==> src/rtl/spr_pkg.sv <==
package spr_pkg;

    localparam int DATA_W    = 16;
    localparam int IDX_W     = 6;
    localparam int NUM_ENT   = 33;
    localparam int NUM_DISP  = 4;
    localparam int TYPE_W    = 3;
    localparam int CODE_W    = 6;
    localparam int RSVD_W    = DATA_W - TYPE_W - CODE_W;

    localparam int IDX_RSV_A  = 4;
    localparam int IDX_SWITCH = 5;
    localparam int IDX_PCVIEW = 6;
    localparam int IDX_EPC    = 7;
    localparam int IDX_FLAG   = 8;
    localparam int IDX_RSV_B  = 9;
    localparam int IDX_KEEP0  = 10;

    typedef enum logic [2:0] {
        K_DISP,
        K_SWITCH,
        K_PCVIEW,
        K_EPC,
        K_FLAG,
        K_KEEP,
        K_RSVD
    } ent_kind_e;

    typedef struct packed {
        logic [TYPE_W-1:0] kind;
        logic [RSVD_W-1:0] rsvd;
        logic [CODE_W-1:0] code;
    } irq_flag_t;

    function automatic ent_kind_e kind_of(input int idx);
        if (idx < NUM_DISP)            return K_DISP;
        else if (idx == IDX_SWITCH)    return K_SWITCH;
        else if (idx == IDX_PCVIEW)    return K_PCVIEW;
        else if (idx == IDX_EPC)       return K_EPC;
        else if (idx == IDX_FLAG)      return K_FLAG;
        else if (idx >= IDX_KEEP0 && idx < NUM_ENT) return K_KEEP;
        else                           return K_RSVD;
    endfunction

    function automatic logic is_stored(input ent_kind_e k);
        return (k == K_DISP) || (k == K_EPC) || (k == K_FLAG) || (k == K_KEEP);
    endfunction

    function automatic irq_flag_t pack_flag(input logic [TYPE_W-1:0] t,
                                            input logic [CODE_W-1:0] c);
        irq_flag_t f;
        f.kind = t;
        f.rsvd = '0;
        f.code = c;
        return f;
    endfunction

endpackage

==> src/rtl/spr_wr_decode.sv <==
module spr_wr_decode
    import spr_pkg::*;
#(
    parameter int P_IDX_W   = IDX_W,
    parameter int P_NUM_ENT = NUM_ENT
) (
    input  logic               wr_en,
    input  logic [P_IDX_W-1:0] wr_idx,
    output logic [P_NUM_ENT-1:0] we_vec
);
    for (genvar i = 0; i < P_NUM_ENT; i++) begin : g_dec
        localparam ent_kind_e K = kind_of(i);
        if (is_stored(K)) begin : g_wr
            assign we_vec[i] = wr_en && (wr_idx == P_IDX_W'(i));
        end else begin : g_ro
            assign we_vec[i] = 1'b0;
        end
    end
endmodule

==> src/rtl/spr_store.sv <==
module spr_store
    import spr_pkg::*;
#(
    parameter int P_NUM_ENT = NUM_ENT
) (
    input  logic                  clk,
    input  logic                  rst,
    input  logic [P_NUM_ENT-1:0]  we_vec,
    input  logic [DATA_W-1:0]     wr_data,
    input  logic                  irq_take,
    input  logic [DATA_W-1:0]     irq_pc,
    input  irq_flag_t             irq_flag,
    output logic [P_NUM_ENT-1:0][DATA_W-1:0] q_arr
);
    for (genvar i = 0; i < P_NUM_ENT; i++) begin : g_ent
        localparam ent_kind_e K = kind_of(i);
        if (K == K_EPC || K == K_FLAG) begin : g_cap
            logic [DATA_W-1:0] cap_val;
            assign cap_val = (K == K_EPC) ? irq_pc : DATA_W'(irq_flag);
            always_ff @(posedge clk) begin
                if (rst)           q_arr[i] <= '0;
                else if (irq_take) q_arr[i] <= cap_val;
                else if (we_vec[i]) q_arr[i] <= wr_data;
            end
        end else if (is_stored(K)) begin : g_reg
            always_ff @(posedge clk) begin
                if (rst)            q_arr[i] <= '0;
                else if (we_vec[i]) q_arr[i] <= wr_data;
            end
        end else begin : g_none
            assign q_arr[i] = '0;
        end
    end


    epc_capture_chk: assert property (@(posedge clk) disable iff (rst)
        irq_take |=> q_arr[IDX_EPC] == $past(irq_pc));


    flag_rsvd_zero_chk: assert property (@(posedge clk) disable iff (rst)
        irq_take |=> q_arr[IDX_FLAG][DATA_W-TYPE_W-1:CODE_W] == '0);


    hold_idle_chk: assert property (@(posedge clk) disable iff (rst)
        (we_vec == '0 && !irq_take) |=> $stable(q_arr));
endmodule

==> src/rtl/spr_rd_mux.sv <==
module spr_rd_mux
    import spr_pkg::*;
#(
    parameter int P_IDX_W   = IDX_W,
    parameter int P_NUM_ENT = NUM_ENT
) (
    input  logic [P_IDX_W-1:0]               rd_idx,
    input  logic [P_NUM_ENT-1:0][DATA_W-1:0] q_arr,
    input  logic [DATA_W-1:0]                sw_in,
    input  logic [DATA_W-1:0]                pc_in,
    output logic [DATA_W-1:0]                rd_data
);
    always_comb begin
        rd_data = '0;
        for (int i = 0; i < P_NUM_ENT; i++) begin
            if (rd_idx == P_IDX_W'(i)) begin
                unique case (kind_of(i))
                    K_SWITCH: rd_data = sw_in;
                    K_PCVIEW: rd_data = pc_in;
                    K_RSVD:   rd_data = '0;
                    default:  rd_data = q_arr[i];
                endcase
            end
        end
    end
endmodule

==> src/rtl/spr_bank.sv <==
module spr_bank
    import spr_pkg::*;
(
    input  logic              clk,
    input  logic              rst,
    input  logic [IDX_W-1:0]  rd_idx,
    output logic [DATA_W-1:0] rd_data,
    input  logic              wr_en,
    input  logic [IDX_W-1:0]  wr_idx,
    input  logic [DATA_W-1:0] wr_data,
    input  logic [DATA_W-1:0] sw_in,
    input  logic [DATA_W-1:0] pc_in,
    input  logic              irq_take,
    input  logic [DATA_W-1:0] irq_pc,
    input  logic [TYPE_W-1:0] irq_type,
    input  logic [CODE_W-1:0] irq_code,
    output logic [DATA_W-1:0] disp0,
    output logic [DATA_W-1:0] disp1,
    output logic [DATA_W-1:0] disp2,
    output logic [DATA_W-1:0] disp3
);
    logic [NUM_ENT-1:0]             we_vec;
    logic [NUM_ENT-1:0][DATA_W-1:0] q_arr;
    irq_flag_t                      flag_word;

    assign flag_word = pack_flag(irq_type, irq_code);

    spr_wr_decode #(.P_IDX_W(IDX_W), .P_NUM_ENT(NUM_ENT)) u_dec (
        .wr_en  (wr_en),
        .wr_idx (wr_idx),
        .we_vec (we_vec)
    );

    spr_store #(.P_NUM_ENT(NUM_ENT)) u_store (
        .clk      (clk),
        .rst      (rst),
        .we_vec   (we_vec),
        .wr_data  (wr_data),
        .irq_take (irq_take),
        .irq_pc   (irq_pc),
        .irq_flag (flag_word),
        .q_arr    (q_arr)
    );

    spr_rd_mux #(.P_IDX_W(IDX_W), .P_NUM_ENT(NUM_ENT)) u_rd (
        .rd_idx  (rd_idx),
        .q_arr   (q_arr),
        .sw_in   (sw_in),
        .pc_in   (pc_in),
        .rd_data (rd_data)
    );

    assign disp0 = q_arr[0];
    assign disp1 = q_arr[1];
    assign disp2 = q_arr[2];
    assign disp3 = q_arr[3];


    disp0_write_chk: assert property (@(posedge clk) disable iff (rst)
        (wr_en && wr_idx == IDX_W'(0)) |=> disp0 == $past(wr_data));


    disp3_write_chk: assert property (@(posedge clk) disable iff (rst)
        (wr_en && wr_idx == IDX_W'(3)) |=> disp3 == $past(wr_data));


    rsvd_write_chk: assert property (@(posedge clk) disable iff (rst)
        (wr_en && (wr_idx == IDX_W'(IDX_RSV_A) || wr_idx == IDX_W'(IDX_RSV_B)))
        |=> ($stable(disp0) && $stable(disp1) && $stable(disp2) && $stable(disp3)));


    flag_priority_chk: assert property (@(posedge clk) disable iff (rst)
        (irq_take && wr_en && wr_idx == IDX_W'(IDX_FLAG))
        |=> q_arr[IDX_FLAG][CODE_W-1:0] == $past(irq_code));
endmodule

==> config.mk <==
export PLATFORM = sky130hd
export DESIGN_NAME = spr_bank
export DESIGN_NICKNAME = d
export VERILOG_FILES = /design/src/rtl/spr_pkg.sv /design/src/rtl/spr_wr_decode.sv /design/src/rtl/spr_store.sv /design/src/rtl/spr_rd_mux.sv /design/src/rtl/spr_bank.sv
export SDC_FILE = /design/constraint.sdc
export NUM_CORES = 1
export LEC_CHECK = 0
export BUFFER_PORTS_ARGS = -buffer_cell sky130_fd_sc_hd__buf_2
export CAP_MARGIN = 10
export CORE_ASPECT_RATIO = 1.25
export CORE_MARGIN = 8
export CORE_UTILIZATION = 50
export DETAILED_ROUTE_END_ITERATION = 10
export PLACE_DENSITY = 0.68
export SETUP_SLACK_MARGIN = 0.4
export SLEW_MARGIN = 0
export SYNTH_ARGS = -nofsm -noshare
export SYNTH_HDL_FRONTEND = slang
export SYNTH_SLANG_ARGS = --single-unit
==> constraint.sdc <==
create_clock -name clk -period 6.8 [get_ports clk]
set_input_delay 1.36 -clock clk [delete_from_list [all_inputs] [get_ports clk]]
set_output_delay 1.36 -clock clk [all_outputs]
set_load 0.01 [all_outputs]
==> reports/results.ini <==
[outcome]
status = finished, final reports clean

[logic_synthesis]
synth.distinct_cells = 75
avgSynthCellArea_um2 = 7.72
syn_area_um2 = 22300
seq_area_frac_synth_pct = 41.6
syn_inst = 2888
synth_area_leaders = dfxtp_1 42%, nand2_1 13%, a21oi_1 10%
yosysTopAreaCellShare_pct = 41.6
synth_edf_count = 0
syn-num-nets = 2977
synth-seq-cells = 464
yosysTopAreaCell = dfxtp_1
yosysWarnings = 0
synthArstFlopShare_pct = 0
synth_flop_cell = dfxtp_1

[floorplanning]
core-area_um2 = 44100
die_y_um = 252
initial_core_util_pct = 50.6
die_x_um = 205
num_io_pins = 169
row_count = 86
dieArea_um2 = 51700

[timing]
tightest_slew_ns = 1.28
holdWs_ns = 0.453
maxSlewViolCount = 0
setup_slack_ns = 0.772
finalCritPeriodShare_pct = 88.6
fmax_mhz = 166
rsz0062_at_grt = no
period_minus_slack_ns = 6.03
relSlewSlack_pct = 14.5
fin_setup_tns_ns = 0
skew_ns = 0
hold_viol = 0
setup_viol_count_final = 0

[placed_design]
placed_cells = 3381
io_buffers = 168
post-dp-hpwl_um = 61000
post-place-ws_ns = 0.936
gp_congestion = 1.00

[detailed_routing]
postRouteAntennaNets = 0
first_pass_iters = 6
vias_per_cell = 6.44
drc = 0
drtIter0Drc = 3085
vias = 22308
routed_wl_um = 92500
wire_per_inst_um = 26.7

[worst_setup_path]
worst_setup_path_start_kind = input pin
crit_required_ns = 5.44
reg2reg_setup_slack_ns = 5.76
crit_slowest_cell = o311ai_0
path_max_fanout = 22
cp_slowest_stage_delay_ns = 0.76
worstPathArrival_ns = 4.67
crit_type = in2out
crit_buf_inv = 2
end_kind = output pin
cp_cell_sequence = buf_2, or4b_1, o311ai_0, a21oi_1, o21ai_0, a21oi_1, a211oi_1, buf_2
cp_top_family = compound AO/OA/AOI/OAI gates

[flow_run]
drv_cap = 0

[global_routing]
grt_pass1_vias = 21246
grt_pass1_wl_um = 137000
grt_max_degree = 205
overflow = 0
grtUsageTotal_pct = 34.5
antenna_found_initial = 5

[power]
power_frac_seq_pct = 47.3
internal_power_mw = 4.32
combPwrFrac_pct = 8.4
ir_drop_mv = 0.180
power.switching_mw = 1.51
pwr-share-clk_pct = 44.4
p_leak_nw = 8.74
swShare_pct = 25.9
power.density_nw_per_um2 = 238

[cts]
postCtsSetupBuffers = 0
cts_max_path_buffers = 3
holdBufCountCts = 0
cts_tree = built
root_buffer = clkbuf_16
clk_pin_slew_ns = 0.06
htreeDepth = 2
post_cts_resize_count = 0
clk_latency_ns = 0.58
cts_sinks = 464
cts_buffers = 47

[layout]
fin_nets = 2947
drive_gt1_share_pct = 14.4
top_regs = u_store.q_arr x464
fill_cells = 4180
stdcell_count = 3462
final_core_util_pct = 55.5
area_delta_synth_final_pct = 9.81
layout_common_cells = 779 x nand2_1, 464 x dfxtp_1, 459 x a21oi_1
largest_register_ff_count = 464
regMostFlops = u_store.q_arr
mostFrequentLayoutCell = nand2_1

[hold_path]
hold_class = reg2reg

## per-stage QoR
step           instance area (µm²)  power [mW]
3_5_place_dp                 23000        3.28
2_1_floorplan                22300        3.08
4_1_cts                      24500        5.81
6_report                     24500        5.83
5_1_grt                      24500        5.96
3_3_place_gp                 23000        3.28
## power groups by stage
stage / clock network (mW) / registers, mW / logic [mW]
2_1_floorplan: 0 / 2.80 / 0.279
3_3_place_gp: 0 / 2.81 / 0.465
3_5_place_dp: 0 / 2.81 / 0.468
4_1_cts: 2.59 / 2.75 / 0.469
5_1_grt: 2.70 / 2.75 / 0.499
6_report: 2.59 / 2.76 / 0.487
## cell families after synthesis
logic type,synth area share (%)
buf+inv,7.09
compound gates,19.9
flops,41.6
mux,10.5
simple gates,20.9
## Yosys cell counts, types with 8 or more instances
master	count
a221oi_1	18
o22ai_1	30
a211oi_1	12
nor3_1	32
nand3_1	29
buf_2	55
nand2_1	779
nand2b_1	8
a22oi_1	28
o221ai_1	19
a31oi_1	10
buf_4	73
dfxtp_1	464
nor2b_1	9
o211ai_1	14
mux2_2	47
mux2i_1	145
o31ai_1	8
a21oi_1	459
o32ai_1	8
a22o_1	10
clkbuf_1	184
o21ai_0	76
nor2_1	224
mux4_2	16
## routing by layer
layer	global-route usage, %	up-vias	routed length (µm)
li1	-	9787	-
met1	44.9	10737	35800
met2	52.3	1479	40600
met3	7.60	299	10400
met4	19.2	6	5780
met5	0	-	38
## path summary, 6_finish.rpt
path / from / end / cells past startpoint
max: rd_idx[2] / rd_data[10] / 8
min: u_store.q_arr[464] / u_store.q_arr[464] / 2
max reg2reg: u_store.q_arr[121] / u_store.q_arr[121] / 3
min reg2reg: u_store.q_arr[464] / u_store.q_arr[464] / 2
## final cells by class
cell class	instances	area, µm²	share of cell area [%]
well taps	572	716	2.92
clock buffers	66	1390	5.67
multi-input cells	2100	11500	47.0
inverters	5	18.8	0.0766
diodes	1	2.50	0.0102
repair buffers	240	1440	5.89
clock inverters	14	118	0.480
flip-flops and latches	464	9290	37.9
## tightest hold or removal path, delay by kind of cell (launching register included)
kind             cells  cell delay, ns
AO/OA/AOI/OAI        1            0.05
flip-flops           1            0.30
AND/OR/NAND/NOR      1            0.05
Power figures use the tool's default switching activity.
